## config.mk

```make
export PLATFORM = sky130hd
export DESIGN_NAME = async_mem_ctrl
export DESIGN_NICKNAME = d
export VERILOG_FILES = /design/src/rtl/amc_pkg.sv /design/src/rtl/amc_ctrl.sv /design/src/rtl/amc_datapath.sv /design/src/rtl/async_mem_ctrl.sv
export SDC_FILE = /design/constraint.sdc
export NUM_CORES = 1
export LEC_CHECK = 0
export ABC_AREA = 1
export BUFFER_PORTS_ARGS = -buffer_cell sky130_fd_sc_hd__buf_2
export CORE_MARGIN = 1.5
export CORE_UTILIZATION = 40
export CTS_CLUSTER_SIZE = 40
export DETAILED_ROUTE_END_ITERATION = 16
export PLACE_DENSITY = 0.75
export SYNTH_ARGS = -nofsm -noshare
export SYNTH_HDL_FRONTEND = slang
export SYNTH_SLANG_ARGS = --single-unit
```

## constraint.sdc

```tcl
create_clock -name clk -period 4.03 [get_ports clk]
set_input_delay 0.806 -clock clk [delete_from_list [all_inputs] [get_ports clk]]
set_output_delay 0.806 -clock clk [all_outputs]
set_load 0.05 [all_outputs]
```

## src/rtl/amc_pkg.sv

```systemverilog
package amc_pkg;
  localparam int SETUP_LSB = 0;
  localparam int SETUP_W   = 4;
  localparam int HOLD_LSB  = 4;
  localparam int HOLD_W    = 4;
  localparam int DATA_LSB  = 8;
  localparam int DATA_FW   = 8;
  localparam int TURN_LSB  = 16;
  localparam int TURN_W    = 4;
  localparam int MODE_LSB  = 28;
  localparam int MODE_W    = 2;
  localparam logic [MODE_W-1:0] MODE_SEQ_D = 2'd3;
  localparam int CNT_W = DATA_FW;

  typedef enum logic [2:0] {
    PH_IDLE, PH_SETUP, PH_HOLD, PH_DATA, PH_DONE, PH_TURN
  } phase_e;

  typedef struct packed {
    logic [SETUP_W-1:0] setup;
    logic [HOLD_W-1:0]  hold;
    logic [DATA_FW-1:0] data;
    logic [TURN_W-1:0]  turn;
    logic [MODE_W-1:0]  mode;
  } timing_t;

  typedef struct packed {
    logic latchReq;
    logic capture;
    logic csOn;
    logic advOn;
    logic oeOn;
    logic weOn;
    logic driveOn;
    logic readyOn;
  } strobe_t;

  function automatic timing_t unpackTiming(input logic [31:0] word);
    timing_t t;
    t.setup = word[SETUP_LSB +: SETUP_W];
    t.hold  = word[HOLD_LSB  +: HOLD_W];
    t.data  = word[DATA_LSB  +: DATA_FW];
    t.turn  = word[TURN_LSB  +: TURN_W];
    t.mode  = word[MODE_LSB  +: MODE_W];
    return t;
  endfunction
endpackage

```

## src/rtl/amc_ctrl.sv

```systemverilog
module amc_ctrl
  import amc_pkg::*;
(
  input  logic        clk,
  input  logic        rstN,
  input  logic        reqValid,
  input  logic        reqWrite,
  input  logic [31:0] rdTiming,
  input  logic [31:0] wrTiming,
  output strobe_t     strb
);
  phase_e           phase;
  logic [CNT_W-1:0] cnt;
  logic             isWrite;
  logic             firstCyc;
  timing_t          tim;
  timing_t          selTim;
  logic             accept;

  function automatic logic [CNT_W-1:0] lenMinus1(input logic [3:0] f);
    return (f == 4'd0) ? '0 : CNT_W'(f) - CNT_W'(1);
  endfunction

  assign selTim = unpackTiming(reqWrite ? wrTiming : rdTiming);
  assign accept = (phase == PH_IDLE) && reqValid && (selTim.mode == MODE_SEQ_D);

  always_ff @(posedge clk or negedge rstN) begin
    if (!rstN) begin
      phase    <= PH_IDLE;
      cnt      <= '0;
      isWrite  <= 1'b0;
      firstCyc <= 1'b0;
      tim      <= '0;
    end else begin
      firstCyc <= 1'b0;
      case (phase)
        PH_IDLE: if (accept) begin
          phase    <= PH_SETUP;
          isWrite  <= reqWrite;
          tim      <= selTim;
          cnt      <= lenMinus1(selTim.setup);
          firstCyc <= 1'b1;
        end
        PH_SETUP: if (cnt == '0) begin
          phase <= PH_HOLD;
          cnt   <= lenMinus1(tim.hold);
        end else cnt <= cnt - CNT_W'(1);
        PH_HOLD: if (cnt == '0) begin
          phase <= PH_DATA;
          cnt   <= tim.data;
        end else cnt <= cnt - CNT_W'(1);
        PH_DATA: if (cnt == '0) phase <= PH_DONE;
                 else cnt <= cnt - CNT_W'(1);
        PH_DONE: if (tim.turn == '0) phase <= PH_IDLE;
                 else begin
                   phase <= PH_TURN;
                   cnt   <= CNT_W'(tim.turn) - CNT_W'(1);
                 end
        PH_TURN: if (cnt == '0) phase <= PH_IDLE;
                 else cnt <= cnt - CNT_W'(1);
        default: phase <= PH_IDLE;
      endcase
    end
  end

  always_comb begin
    strb          = '0;
    strb.latchReq = accept;
    strb.csOn     = (phase == PH_SETUP) || (phase == PH_HOLD) || (phase == PH_DATA);
    strb.advOn    = (phase == PH_SETUP) && firstCyc;
    strb.oeOn     = (phase == PH_DATA) && !isWrite;
    strb.weOn     = (phase == PH_DATA) && isWrite;
    strb.driveOn  = ((phase == PH_HOLD) || (phase == PH_DATA)) && isWrite;
    strb.capture  = (phase == PH_DATA) && (cnt == '0) && !isWrite;
    strb.readyOn  = (phase == PH_DONE);
  end

  // address-valid lasts a single clock
  a_r4_adv_once: assert property (@(posedge clk) disable iff (!rstN)
    strb.advOn |=> !strb.advOn);
  // ready is a one-clock pulse
  a_r9_ready_pulse: assert property (@(posedge clk) disable iff (!rstN)
    strb.readyOn |=> !strb.readyOn);
  // an access only runs with a mode-D timing word latched
  a_r11_mode_d_only: assert property (@(posedge clk) disable iff (!rstN)
    strb.advOn |-> (tim.mode == MODE_SEQ_D));
  // turnaround leads only to idle, never straight into an access
  a_r10_turn_exit: assert property (@(posedge clk) disable iff (!rstN)
    (phase == PH_TURN) |=> (phase == PH_TURN) || (phase == PH_IDLE));
endmodule

```

## src/rtl/amc_datapath.sv

```systemverilog
module amc_datapath
  import amc_pkg::*;
#(
  parameter int ADDR_W = 26,
  parameter int DATA_W = 16,
  localparam int LANES = DATA_W / 8
) (
  input  logic              clk,
  input  logic              rstN,
  input  strobe_t           strb,
  input  logic [ADDR_W-1:0] reqAddr,
  input  logic [DATA_W-1:0] reqWdata,
  input  logic [LANES-1:0]  reqLaneMask,
  input  logic [DATA_W-1:0] memDataIn,
  output logic              ready,
  output logic [DATA_W-1:0] rdData,
  output logic              memCsN,
  output logic              memOeN,
  output logic              memWeN,
  output logic              memAdvN,
  output logic [LANES-1:0]  memLaneN,
  output logic [ADDR_W-1:0] memAddr,
  output logic [DATA_W-1:0] memDataOut,
  output logic              memDataOe
);
  logic [ADDR_W-1:0] addrQ;
  logic [DATA_W-1:0] wdataQ;
  logic [LANES-1:0]  maskQ;
  logic [DATA_W-1:0] rdataQ;

  always_ff @(posedge clk or negedge rstN) begin
    if (!rstN) begin
      addrQ  <= '0;
      wdataQ <= '0;
      maskQ  <= '0;
    end else if (strb.latchReq) begin
      addrQ  <= reqAddr;
      wdataQ <= reqWdata;
      maskQ  <= reqLaneMask;
    end
  end

  always_ff @(posedge clk or negedge rstN) begin
    if (!rstN) rdataQ <= '0;
    else if (strb.capture) rdataQ <= memDataIn;
  end

  assign memCsN     = !strb.csOn;
  assign memOeN     = !strb.oeOn;
  assign memWeN     = !strb.weOn;
  assign memAdvN    = !strb.advOn;
  assign memAddr    = addrQ;
  assign memDataOe  = strb.driveOn;
  assign memDataOut = strb.driveOn ? wdataQ : '0;
  assign ready      = strb.readyOn;
  assign rdData     = rdataQ;

  for (genvar g = 0; g < LANES; g++) begin : gLane
    assign memLaneN[g] = !(strb.csOn && maskQ[g]);
  end

  // address held across the chip-select window
  a_r8_addr_stable: assert property (@(posedge clk) disable iff (!rstN)
    (!memCsN && $past(!memCsN)) |-> $stable(memAddr));
  // no lane enabled while deselected
  a_r7_lanes_idle: assert property (@(posedge clk) disable iff (!rstN)
    memCsN |-> (memLaneN == '1));
  // data is driven whenever write enable is low
  a_r6_drive_with_we: assert property (@(posedge clk) disable iff (!rstN)
    !memWeN |-> memDataOe);
  // read data only moves on a capture
  a_r9_rdata_hold: assert property (@(posedge clk) disable iff (!rstN)
    !strb.capture |=> $stable(rdData));
  // no drive during output enable
  a_r5_no_drive_read: assert property (@(posedge clk) disable iff (!rstN)
    !memOeN |-> (memWeN && !memDataOe));
endmodule

```

## src/rtl/async_mem_ctrl.sv

```systemverilog
module async_mem_ctrl
  import amc_pkg::*;
#(
  parameter int ADDR_W = 26,
  parameter int DATA_W = 16,
  localparam int LANES = DATA_W / 8
) (
  input  logic              clk,
  input  logic              rstN,
  input  logic              reqValid,
  input  logic              reqWrite,
  input  logic [ADDR_W-1:0] reqAddr,
  input  logic [DATA_W-1:0] reqWdata,
  input  logic [LANES-1:0]  reqLaneMask,
  input  logic [31:0]       rdTiming,
  input  logic [31:0]       wrTiming,
  output logic              ready,
  output logic [DATA_W-1:0] rdData,
  output logic              memCsN,
  output logic              memOeN,
  output logic              memWeN,
  output logic              memAdvN,
  output logic [LANES-1:0]  memLaneN,
  output logic [ADDR_W-1:0] memAddr,
  output logic [DATA_W-1:0] memDataOut,
  output logic              memDataOe,
  input  logic [DATA_W-1:0] memDataIn
);
  strobe_t strb;

  amc_ctrl uCtrl (
    .clk(clk), .rstN(rstN), .reqValid(reqValid), .reqWrite(reqWrite),
    .rdTiming(rdTiming), .wrTiming(wrTiming), .strb(strb)
  );

  amc_datapath #(.ADDR_W(ADDR_W), .DATA_W(DATA_W)) uData (
    .clk(clk), .rstN(rstN), .strb(strb), .reqAddr(reqAddr),
    .reqWdata(reqWdata), .reqLaneMask(reqLaneMask), .memDataIn(memDataIn),
    .ready(ready), .rdData(rdData), .memCsN(memCsN), .memOeN(memOeN),
    .memWeN(memWeN), .memAdvN(memAdvN), .memLaneN(memLaneN),
    .memAddr(memAddr), .memDataOut(memDataOut), .memDataOe(memDataOe)
  );
endmodule

```

# After elaboration in Yosys (flattened, before gate mapping)
# Cells that the tools add are included.
# totals
output_inout_bits	66
inputBits	128
elab_cells	77
register_bits	89
# op_classes
muxes	19
n_addsub	4
reduce_logical	30
n_eq_ne	13
# ops
op	n
$mux 8	7
$pmux 8 s5	1
$mux 30	1
$mux 3	6
$pmux 3 s6	1
$mux 16	1
$sub 4x1->5 const B	3
$logic_not 4->1	3
$logic_and 1x1->1	10
$ne 2x1->1 const B	5
$logic_not 8->1	1
$sub 8x1->8 const B	1
$logic_not 1->1	7
$eq 3x2->1 const B	2
$eq 3x3->1 const B	2
$reduce_and 5->1	1
$reduce_bool 5->1	1
$ne 2x2->1 const B	2
$reduce_and 4->1	1
$eq 3x1->1 const B	1
$logic_not 3->1	1
$logic_or 1x1->1	3
$eq 2x2->1 const B	1
$mux 1	2
other kinds (2)	2

# Longest topological paths before layout
# Gate-level depths: netlist (run 1).
# depth
ltp_word	5
mapped_depth	11
depth_no_buf	11

# By module
# A second synthesis (run 1) with hierarchy kept.
# unflattened
cells_unflattened	652
area_unflattened_um2	4793.3
# by_module_without_submodules
module	cells_per_inst	n_inst	area_per_inst_um2	seq_area_each_um2
amc_datapath	296	1	2518.7	1501.4
amc_ctrl	356	1	2274.7	725.7

# Worst setup path after synthesis (run 1)
# No wires, ideal clock.
# synth_timing
kind	register to output
startpoint	register uCtrl.phase[2]
endpoint	output port memDataOut[10]
path_slack_ps	1624
stages_incl_launch_ff	6
path_buffers	2
arrival_time_ps	1600
t_required_ps	3224
cell_sequence	dfrtp_1 > buf_6 > nor2_1 > nand2_1 > clkbuf_1 > nor2_1
# synth_via
elab_chain_len	4
word_cells_on_any_way	5
classes_between	eq/ne: 2; mux: 1; reduce/logical: 2
# synth_lines
item	line	source
from (decl)	amc_ctrl.sv:12	phase_e phase;
from (signal assigned)	amc_ctrl.sv:29	phase <= PH_IDLE;
from (signal assigned)	amc_ctrl.sv:38	phase <= PH_SETUP;
from (signal assigned)	amc_ctrl.sv:45	phase <= PH_HOLD;
$eq 3x2->1	amc_ctrl.sv:73	strb.driveOn = ((phase == PH_HOLD) || (phase == PH_DATA)) && isWrite;
$logic_or 1x1->1 (*)	amc_ctrl.sv:73	
$logic_and 1x1->1 (*)	amc_ctrl.sv:73	
$mux 16 (*)	amc_datapath.sv:54	assign memDataOut = strb.driveOn ? wdataQ : '0;
to (decl)	async_mem_ctrl.sv:25	output logic [DATA_W-1:0] memDataOut,
# Mark *: on every way between the ends. The rest lies on a longest branch, timed or not.

# Final worst setup path (run 1)
# layout_timing
startpoint	register uCtrl.phase[2]
endpoint	output port memDataOut[0]
# Same word-level chain as after synthesis.

==> results.md, run 1 <==
- Area Overhead vs Synth: 27.45%
- Crit path time final: 2647 ps
- Total track usage: 18.10%
- Starting DRT DRC Count: 307
- CP startpoint kind: register
- Antenna-violating nets left: 0
- FF-to-FF path depth: 8
- Synth Instances: 581
- Clock Tree Buf Depth: 2
- Worst Setup End Kind: output pin
- WHS: 472.8 ps
- WP data required: approximately 3200 ps
- Layout cell share with drive strength beyond 1: a little under a third
- Slew headroom: about a third
- LEAKAGE: 3.333 nW
- DP Cell Count: 880
- Gr ovfl total: 0
- H-tree Lvls: 3
- Ys async rst share: between 90% and 100%
- Share of the synthesized area in the top cell type: 48.24%
- Most used cell along the critical path: nor2_1
- Synthesized area per cell: 7.947 sq um
- Synth Warn #: 0
- CP max stage delay: about 500 ps
- Top cell types by occurrence after synthesis: nand2_1, dfrtp_1, inv_1
- RSZ-0062 raised after global routing: false
- Io pins: 194
- Synth Cell Area: 4617 sq um
- Nets: about 900
- Worst Clk Skew: 5.232 ps
- Final setup TNS: 0 ps
- Die extent in x: 110.4 microns
- Number of buffers created by CTS: 9
- Worst Tran Pin Value: 982.8 ps
- Vias per cell: 4.584
- Sink Count: 89
- Clk Latency, worst-skew pair: approximately 340 ps
- Distinct cells, synth: 32
- Die height: about 110 microns
- Maximum vdd ir drop: around 0.00047 V
- Count of maximum capacitance violations: 0
- CP top delay family: simple AND/OR/NAND/NOR gates
- Reg clk slew, reported paths: approximately 70 ps
- CP bufs+invs: 1
- Antenna violations before repair: 0
- Fin area: approximately 5900 sq um
- Initial core utilization: between 40 and 50%
- Post-Place Cell Area: 5549 sq um
- R2R Setup Slk: 2010 ps
- Core Box Area: around 11000 sq um
- Max Clk Rate: around 380 MHz
- Area leader, netlist: dfrtp_1
- Slew Viols, Final: 0
- Row count: 39
- Largest cells by area after synthesis: dfrtp_1, nand2_1, inv_1, nor2_1, mux2_4
- Critical-path cell list: nor2_1 -> nand2_1 -> nor2_1 -> buf_2
- Period utilization: 65.67%
- Post-cts resize count: 0
- Root Buffer: clkbuf_16
- Routed vias: 4107
- Port bufs: between 150 and 200
- Final GP Congestion: 0.9323
- Hold_sp: uData.memAddr[19]
- CTS Hold Bufs: 0
- WL final: between 10000 and 15000 microns
- RR Startpoint: uCtrl.phase[1]
- Post-synth net total: 714
- CTS tree: yes
- Ant. Diodes: 0
- DRC errors left: 0
- Fill cells: 1109
- Hold Crit Class: register to register
- Postcts setup bufs: 0
- Slowest cell on the critical path: dfrtp_1
- Largest net degree at the start of global routing: between 80 and 90
- Hold Vio Cnt, Final: 0
- Flop and latch count out of synthesis: roughly 90
- Register area share after synthesis: 48.24%
- Vias in the first global route: between 3k and 4k
- Critical Path AT: 1840 ps
- Drt wl/cell: 11.84 microns
- Status: finished clean
- Count leader, synth: nand2_1
- PwrDens: 890.6 nW/um^2
- CP Max Fanout: 17
- Total power: 5.241 mW
- Crit Path Category: register to output pin
- First-pass GRT wire length: 18250 microns
- Worst hold path endpoint: uData.memAddr[19]
- Ys flop type: dfrtp_1
- Dpl hpwl: 7905 microns
- Die area: roughly 12000 sq um
- Worst Hold Depth: 2
- Number of flops mapped to enable cells by yosys: 0
- TritonRoute pass-1 iters: 5
- Worst flop-to-flop path endpoint: uCtrl.tim[2]
- Final setup fails: 0
- Post-Layout Cell Count: 896
## placed cells by master (no fill, tap or decap), types with 3 or more instances in the layout
cell,instances
nor2_4,4
ha_1,5
o21ai_0,20
inv_1,56
mux2_2,6
buf_2,172
dfrtp_1,89
buf_4,5
nor2_1,55
o21ai_1,9
nand2_2,3
xor2_1,5
a31oi_1,13
nand3_2,3
a31oi_2,3
inv_2,5
nand3_1,27
mux2_4,10
nand2_1,231
clkbuf_16,9
## layer usage
layer  vias up  global-route usage [%]  wire (microns)
met5         -                       0               0
met4         0                   6.496             189
li1       2136                       -               -
met1      1833                   22.31            4667
met3        14                   5.104             694
met2       124                   30.33            5054
## final cells by class
class                      instances  area (sq um)  area share, %
inverter                          63         241.5          4.104
clock inverter                     6         96.34          1.637
timing repair buffer             177         898.4          15.27
sequential                        89          2227          37.85
tap                              143         178.9          3.041
multi-input combinational        408          2003          34.04
clock buffer                      10         239.0          4.061
## registers in the layout, summed over array words and instances, names as in the netlist
name            flops
uData.rdData       16
uData.memAddr      26
uCtrl.firstCyc      1
uCtrl.tim          16
uCtrl.phase         3
uData.maskQ         2
uCtrl.cnt           8
uCtrl.isWrite       1
uData.wdataQ       16
## worst max-delay path by stage
stage | startpoint | to | cells past startpoint
after floorplan | uCtrl.phase[2] | memDataOut[10] | 5
after global placement | reqWrite | uCtrl.tim[17] | 9
after detailed placement | reqWrite | uCtrl.tim[6] | 9
after CTS | uCtrl.phase[2] | memDataOut[9] | 4
after global routing | uCtrl.phase[1] | memDataOut[0] | 5
final | uCtrl.phase[2] | memDataOut[0] | 4
## per-stage QoR
stage	util [%]	setup WS [ps]
floorplan	-	1624
global placement	49.02	1149
detailed placement	49.02	1121
CTS	51.98	1351
global route	51.98	1233
finish	51.98	1383
## where the power goes
part | leakage [nW] | internal [mW] | switching, mW
Clock | 0.161 | 0.568 | 0.359
Sequential | 1.08 | 1.34 | 0.269
Combinational | 2.09 | 0.763 | 1.94
Total | 3.33 | 2.67 | 2.57
## cell families (layout without fill, tap and decap cells)
logic type      count (synthesis)  in the layout  synth area share [%]
compound gates                 51             51                 6.586
xor+xnor                        5              5                0.9485
fa+ha+maj                       5              5                 1.355
buf+inv                        84            256                 8.374
flops                          89             89                 48.24
mux                            16             16                 4.715
simple gates                  331            331                 29.78
## tightest hold or removal path, stage by stage (launching register included)
cell and delay, ps:
dfrtp_1 340, nand2_1 50, nand2_1 50
Power figures use the tool's default switching activity.
==> run 2, diff against run 1 <==
--- a/config.mk
+++ b/config.mk
@@ -11,7 +11,7 @@
 export CORE_UTILIZATION = 40
 export CTS_CLUSTER_SIZE = 40
 export DETAILED_ROUTE_END_ITERATION = 16
-export PLACE_DENSITY = 0.75
+export PLACE_DENSITY = 0.77
 export SYNTH_ARGS = -nofsm -noshare
 export SYNTH_HDL_FRONTEND = slang
 export SYNTH_SLANG_ARGS = --single-unit
==> constraint.sdc (replaced) <==
create_clock -name clk -period 2.3 [get_ports clk]
set_input_delay 0.46 -clock clk [delete_from_list [all_inputs] [get_ports clk]]
set_output_delay 0.46 -clock clk [all_outputs]
set_load 0.05 [all_outputs]
==> run 2 against run 1 <==
Final cell count rose by 0.45%. Combinational power rose by 78%. Clock skew rose by 3.2 ps. Critical path type unchanged. Largest cell class unchanged. Highest routed layer unchanged.
==> results.md, run 2 (same netlist as run 1, synthesis figures left out) <==
- WL final: 10930 microns (+3.0%)
- Most used cell along the critical path: nor2_1
- Die area: 12200 sq um (unchanged)
- Nets: 885 (+0.45%)
- WP data required: 1840 ps (-1380 ps)
- Initial core utilization: 40.78% (unchanged)
- R2R Setup Slk: 380 ps (-1630 ps)
- PwrDens: 1544 nW/um^2 (+73%)
- Final setup fails: 0 (unchanged)
- Gr ovfl total: 0 (unchanged)
- Worst flop-to-flop path endpoint: uData.rdData[12]
- Vias in the first global route: 4020 (+0.65%)
- Largest net degree at the start of global routing: 94 (+16%)
- Cell Int Power: 4.591 mW (+72%)
- FF-to-FF path depth: 6 (-2)
- Pre-CTS setup slack: 372.2 ps (-748.7 ps)
- Period utilization: 92.63%
- CP Max Fanout: 17 (unchanged)
- Clk Latency, worst-skew pair: 330 ps (about the same)
- Final GP Congestion: 0.8921 (-4.3%)
- Post-Place Cell Area: 5604 sq um (+0.99%)
- Root Buffer: clkbuf_16
- Slew Viols, Final: 0 (unchanged)
- Crit Path Category: register to output pin
- Row count: 39 (unchanged)
- Max Clk Rate: 469.4 MHz
- Switch share: 49.70% (+0.63 points)
- CP max stage delay: 440 ps (-70 ps)
- Starting DRT DRC Count: 293 (-4.6%)
- Number of buffers created by CTS: 9 (unchanged)
- Ant. Diodes: 0 (unchanged)
- Status: finished clean
- Area Overhead vs Synth: 28.02%
- Count of maximum capacitance violations: 0 (unchanged)
- DRC errors left: 0 (unchanged)
- Worst Setup End Kind: output pin
- RSZ-0062 raised after global routing: false
- Critical-path cell list: inv_2 -> nor2_1 -> nand2_2 -> nor2_1 -> buf_2
- Die extent in x: 110.4 microns (unchanged)
- CP bufs+invs: 2 (+1)
- Critical Path AT: 1670 ps (-170 ps)
- Hold Vio Cnt, Final: 0 (unchanged)
- Fin area: 5911 sq um (+0.45%)
- Antenna violations before repair: 0 (unchanged)
- CTS tree: yes
- Worst Tran Pin Value: 472.0 ps (-510.8 ps)
- Die height: 110.4 microns (unchanged)
- Reg clk slew, reported paths: 70 ps (about the same)
- Crit path time final: ~2100 ps
- Drt wl/cell: 12.14 microns (+2.5%)
- Port bufs: 173 (unchanged)
- Antenna-violating nets left: 0 (unchanged)
- TritonRoute pass-1 iters: 4 (-1)
- Seq pwr share: 30.8% (about the same)
- Clock Tree Buf Depth: 2 (unchanged)
- Commonest non-fill, non-tap cell in the layout: nand2_1
- Maximum vdd ir drop: 0.0008164 V (+72%)
- Slowest cell on the critical path: dfrtp_1
- Slew headroom: 68.53% (+34 points)
- Core Box Area: 11320 sq um (unchanged)
- RR Startpoint: uCtrl.cnt[0]
- CTS Hold Bufs: 0 (unchanged)
- Logic pwr share: 52.8% (+1.2 points)
- Dpl hpwl: 8162 microns (+3.3%)
- Final setup TNS: 0 ps (unchanged)
- Setup WS post-layout: 169.6 ps (-1214 ps)
- Switching pwr: 4.537 mW (+76%)
- Clock share of power: 16.4% (-1.3 points)
- Max reg flops: 26 (unchanged)
- Hold Crit Class: input pin to asynchronous set/reset pin
- Worst Clk Skew: 8.389 ps (+3.157 ps)
- Sink Count: 89 (unchanged)
- Most frequent cells in the layout: nand2_1, buf_2, dfrtp_1
- Layout cell share with drive strength beyond 1: 31.70% (+0.50 points)
- Routed vias: 4190 (+2.0%)
- H-tree Lvls: 3 (unchanged)
- CP top delay family: simple AND/OR/NAND/NOR gates
- Io pins: 194 (unchanged)
- CP startpoint kind: register
- LEAKAGE: 3.348 nW (+0.47%)
- First-pass GRT wire length: 18690 microns (+2.4%)
- Vias per cell: 4.656 (+1.6%)
- Total track usage: 18.72% (+0.63 points)
run 2: cell types whose count changed in the layout (fill, tap and decap cells not counted):
cell,previous run,this run
clkinv_2,0,2
inv_8,1,0
nand2_1,231,230
buf_12,0,2
bufinv_16,2,1
nand2_2,3,4
buf_4,5,7
inv_6,1,2
clkinv_4,1,0
run 2: worst max path at each step:
stage / end / startpoint / slack (ps) / cells past startpoint
after floorplan: memDataOut[10] / uCtrl.phase[2] / 240 / 5
after CTS: memDataOut[2] / uCtrl.phase[1] / 7 / 5
after global placement: memDataOut[2] / uCtrl.phase[1] / 400 / 5
after detailed placement: memDataOut[2] / uCtrl.phase[1] / 370 / 5
final: memDataOut[2] / uCtrl.phase[1] / 170 / 5
after global routing: memDataOut[11] / uCtrl.phase[1] / 40 / 5
run 2: stage by stage:
step | hold slack (ps) | std cells | util (%) | power, mW
final | 69.70 | 900 | 52.21 | 9.128
after detailed placement | 449.5 | 884 | 49.50 | 7.647
after floorplan | 164.4 | 581 | - | 6.516
after CTS | 88.49 | 900 | 52.19 | 9.180
after global placement | 446.6 | 884 | 49.50 | 7.547
after global routing | 103.8 | 900 | 52.21 | 9.788
run 2: cell type report:
class                      count  area, sq um
timing repair buffer         181        953.4
inverter                      63        241.5
multi-input combinational    408         2006
tap                          143        178.9
clock inverter                 6        65.06
fill                        1113         5410
clock buffer                  10        239.0
sequential                    89         2227
run 2: power groups by stage:
stage	Sequential, mW	Clock [mW]	Combinational, mW
after global routing	2.91	1.60	5.28
after floorplan	4.06	0	2.45
after detailed placement	2.83	0	4.82
final	2.81	1.49	4.82
after CTS	2.81	1.53	4.84
after global placement	2.79	0	4.75
run 2: per-layer routing:
metal	wire length [microns]	track usage (%)
met1	4700	23.10
met2	5443	32.51
met3	634	4.610
met4	147	5.385
met5	0	0
run 2: timing repair:
action                     CTS  global route
gates resized for setup      0             1
setup buffers                0             0
setup endpoints to repair    0            17
==> run 3, diff against run 2 <==
--- a/config.mk
+++ b/config.mk
@@ -6,12 +6,13 @@
 export NUM_CORES = 1
 export LEC_CHECK = 0
 export ABC_AREA = 1
-export BUFFER_PORTS_ARGS = -buffer_cell sky130_fd_sc_hd__buf_2
+export BUFFER_PORTS_ARGS = -buffer_cell sky130_fd_sc_hd__clkbuf_2
 export CORE_MARGIN = 1.5
 export CORE_UTILIZATION = 40
 export CTS_CLUSTER_SIZE = 40
 export DETAILED_ROUTE_END_ITERATION = 16
-export PLACE_DENSITY = 0.77
+export GPL_TIMING_DRIVEN = 0
+export PLACE_DENSITY = 0.71
 export SYNTH_ARGS = -nofsm -noshare
 export SYNTH_HDL_FRONTEND = slang
 export SYNTH_SLANG_ARGS = --single-unit
==> run 3 against run 2 <==
Final cell count increased by 1.6%. Critical path type unchanged. Power is 0.53% higher. Clock power barely moved. Sequential cell count is the same. Utilization rose by 0.98 points. Largest cell class unchanged. Hold slack improved by 55 ps.
==> results.md, run 3 (same netlist as run 1, synthesis figures left out) <==
- Critical Path AT: 1690 ps (+20 ps)
- Maximum vdd ir drop: 0.0007544 V (-7.6%)
- Max reg flops: 26 (unchanged)
- Layout cell share with drive strength beyond 1: 32.30% (+0.59 points)
- CP startpoint kind: register
- PwrDens: 1524 nW/um^2 (-1.3%)
- Postcts setup bufs: 0 (unchanged)
- Die height: 110.4 microns (unchanged)
- Setup WS post-layout: 151.2 ps (-18.43 ps)
- Port bufs: 173 (unchanged)
- Hold Crit Class: input pin to asynchronous set/reset pin
- Io pins: 194 (unchanged)
- Drt wl/cell: 12.18 microns (+0.34%)
- Die extent in x: 110.4 microns (unchanged)
- H-tree Lvls: 3 (unchanged)
- Slew Viols, Final: 0 (unchanged)
- Initial core utilization: 40.78% (unchanged)
- Crit Path Category: register to output pin
- Antenna violations before repair: 0 (unchanged)
- RSZ-0062 raised after global routing: false
- Final GP Congestion: 0.8495 (-4.8%)
- Ant. Diodes: 0 (unchanged)
- Clk Latency, worst-skew pair: 340 ps (about the same)
- Worst Setup End Kind: output pin
- WP data required: 1840 ps (about the same)
- CTS Hold Bufs: 0 (unchanged)
- Row count: 39 (unchanged)
- Die area: 12200 sq um (unchanged)
- Count of maximum capacitance violations: 0 (unchanged)
- Starting DRT DRC Count: 230 (-22%)
- TritonRoute pass-1 iters: 5 (+1)
- Final setup fails: 0 (unchanged)
- Slew headroom: 62.58% (-6.0 points)
- WL final: 11130 microns (+1.9%)
- Hold Vio Cnt, Final: 0 (unchanged)
- Worst Clk Skew: 6.724 ps (-1.665 ps)
- Most frequent cells in the layout: nand2_1, clkbuf_2, dfrtp_1
- CP Max Fanout: 10 (-7)
- Routed vias: 4219 (+0.69%)
- Nets: 899 (+1.6%)
- Pre-CTS setup slack: 315.6 ps (-56.67 ps)
- Vias per cell: 4.616 (-0.85%)
- Total power: 9.176 mW (+0.53%)
- Root Buffer: clkbuf_16
- Sink Count: 89 (unchanged)
- Commonest non-fill, non-tap cell in the layout: nand2_1
- Crit path time final: 2149 ps (+18.43 ps)
- Antenna-violating nets left: 0 (unchanged)
- Dpl hpwl: 8698 microns (+6.6%)
- DRC errors left: 0 (unchanged)
- Worst Tran Pin Value: 561.3 ps (+89.26 ps)
- CTS tree: yes
- Reg clk slew, reported paths: 60 ps (about the same)
- Period utilization: 93.43% (+0.80 points)
- Vias in the first global route: 4209 (+4.7%)
- Core Box Area: 11320 sq um (unchanged)
- Area Overhead vs Synth: 30.43%
- Number of buffers created by CTS: 9 (unchanged)
- Max Clk Rate: 465.4 MHz (-0.86%)
- Status: finished clean
- First-pass GRT wire length: 19460 microns (+4.1%)
- Total track usage: 19.54% (+0.81 points)
- Fill cells: 1128 (+1.3%)
- Largest net degree at the start of global routing: 51 (-46%)
- Clock Tree Buf Depth: 2 (unchanged)
- LEAKAGE: 3.409 nW (+1.8%)
- Gr ovfl total: 0 (unchanged)
==> run 3: cell count changes in the layout (fill, tap and decap cells not counted), moves of 2 or more <==
cell and delta:
clkbuf_2 +163, clkbuf_4 +8, buf_2 -167, clkinv_2 -2, buf_12 -2, clkbuf_1 +7, buf_6 +5
==> run 3: final timing paths <==
kind	slack [ps]	cells past startpoint	endpoint	from
max in group asynchronous	1540	2	uData.rdData[4]	rstN
worst min-delay path	120	1	uData.memAddr[13]	rstN
worst max register to register	490	11	uCtrl.cnt[5]	uCtrl.cnt[0]
worst min register to register	480	2	uData.memAddr[20]	uData.memAddr[20]
worst max-delay path	150	6	memDataOut[10]	uCtrl.phase[2]
min in group clk	310	3	uData.memAddr[1]	reqAddr[1]
==> run 3: layer usage <==
layer / global-route usage, % / vias to the layer above / part of all wire [%]
met1: 24.44 / 1902 / 43
met2: 32.76 / 132 / 48
met3: 5.598 / 15 / 7.2
met5: 0 / - / 0
li1: - / 2170 / -
met4: 5.983 / 0 / 1.6
==> run 3: metrics by stage <==
stage / setup TNS, ps / utilization (%) / cell area (sq um) / instances / hold WS, ps
after floorplan: 0 / - / 4617 / 581 / 164.4
after CTS: 0 / 52.98 / 5998 / 914 / 145.5
final: 0 / 53.19 / 6022 / 914 / 124.8
after global routing: 0 / 53.19 / 6022 / 914 / 173.2
after detailed placement: 0 / 50.28 / 5692 / 898 / 465.7
after global placement: -22150 / 50.01 / 5662 / 897 / 461.7
==> run 3: power by group <==
| part | internal (mW) | switching, mW |
|---|---|---|
| registers | 2.35 | 0.468 |
| clock network | 0.878 | 0.622 |
| logic | 1.39 | 3.47 |
| total | 4.62 | 4.56 |
==> run 3: final cells by class <==
class / count / area [sq um] / share of cell area (%)
sequential: 89 / 2228 / 37.00
clock inverter: 5 / 62.56 / 1.039
timing repair buffer: 174 / 913.4 / 15.17
tap: 143 / 178.9 / 2.971
multi-input combinational: 408 / 2008 / 33.35
clock buffer: 11 / 242.7 / 4.031
inverter: 63 / 241.5 / 4.010
buffer: 21 / 146.4 / 2.431
==> run 3: critical path, stage by stage (launching register included) <==
cell     delay, ps
dfrtp_1        370
buf_6          140
nor2_1         130
nand2_2        140
buf_2          210
nor2_1          90
buf_2          270
==> run 3: what timing repair did <==
item | CTS | global route
gates resized for setup | 1 | 20
setup endpoints to repair | 10 | 11
pin swaps | 0 | 0
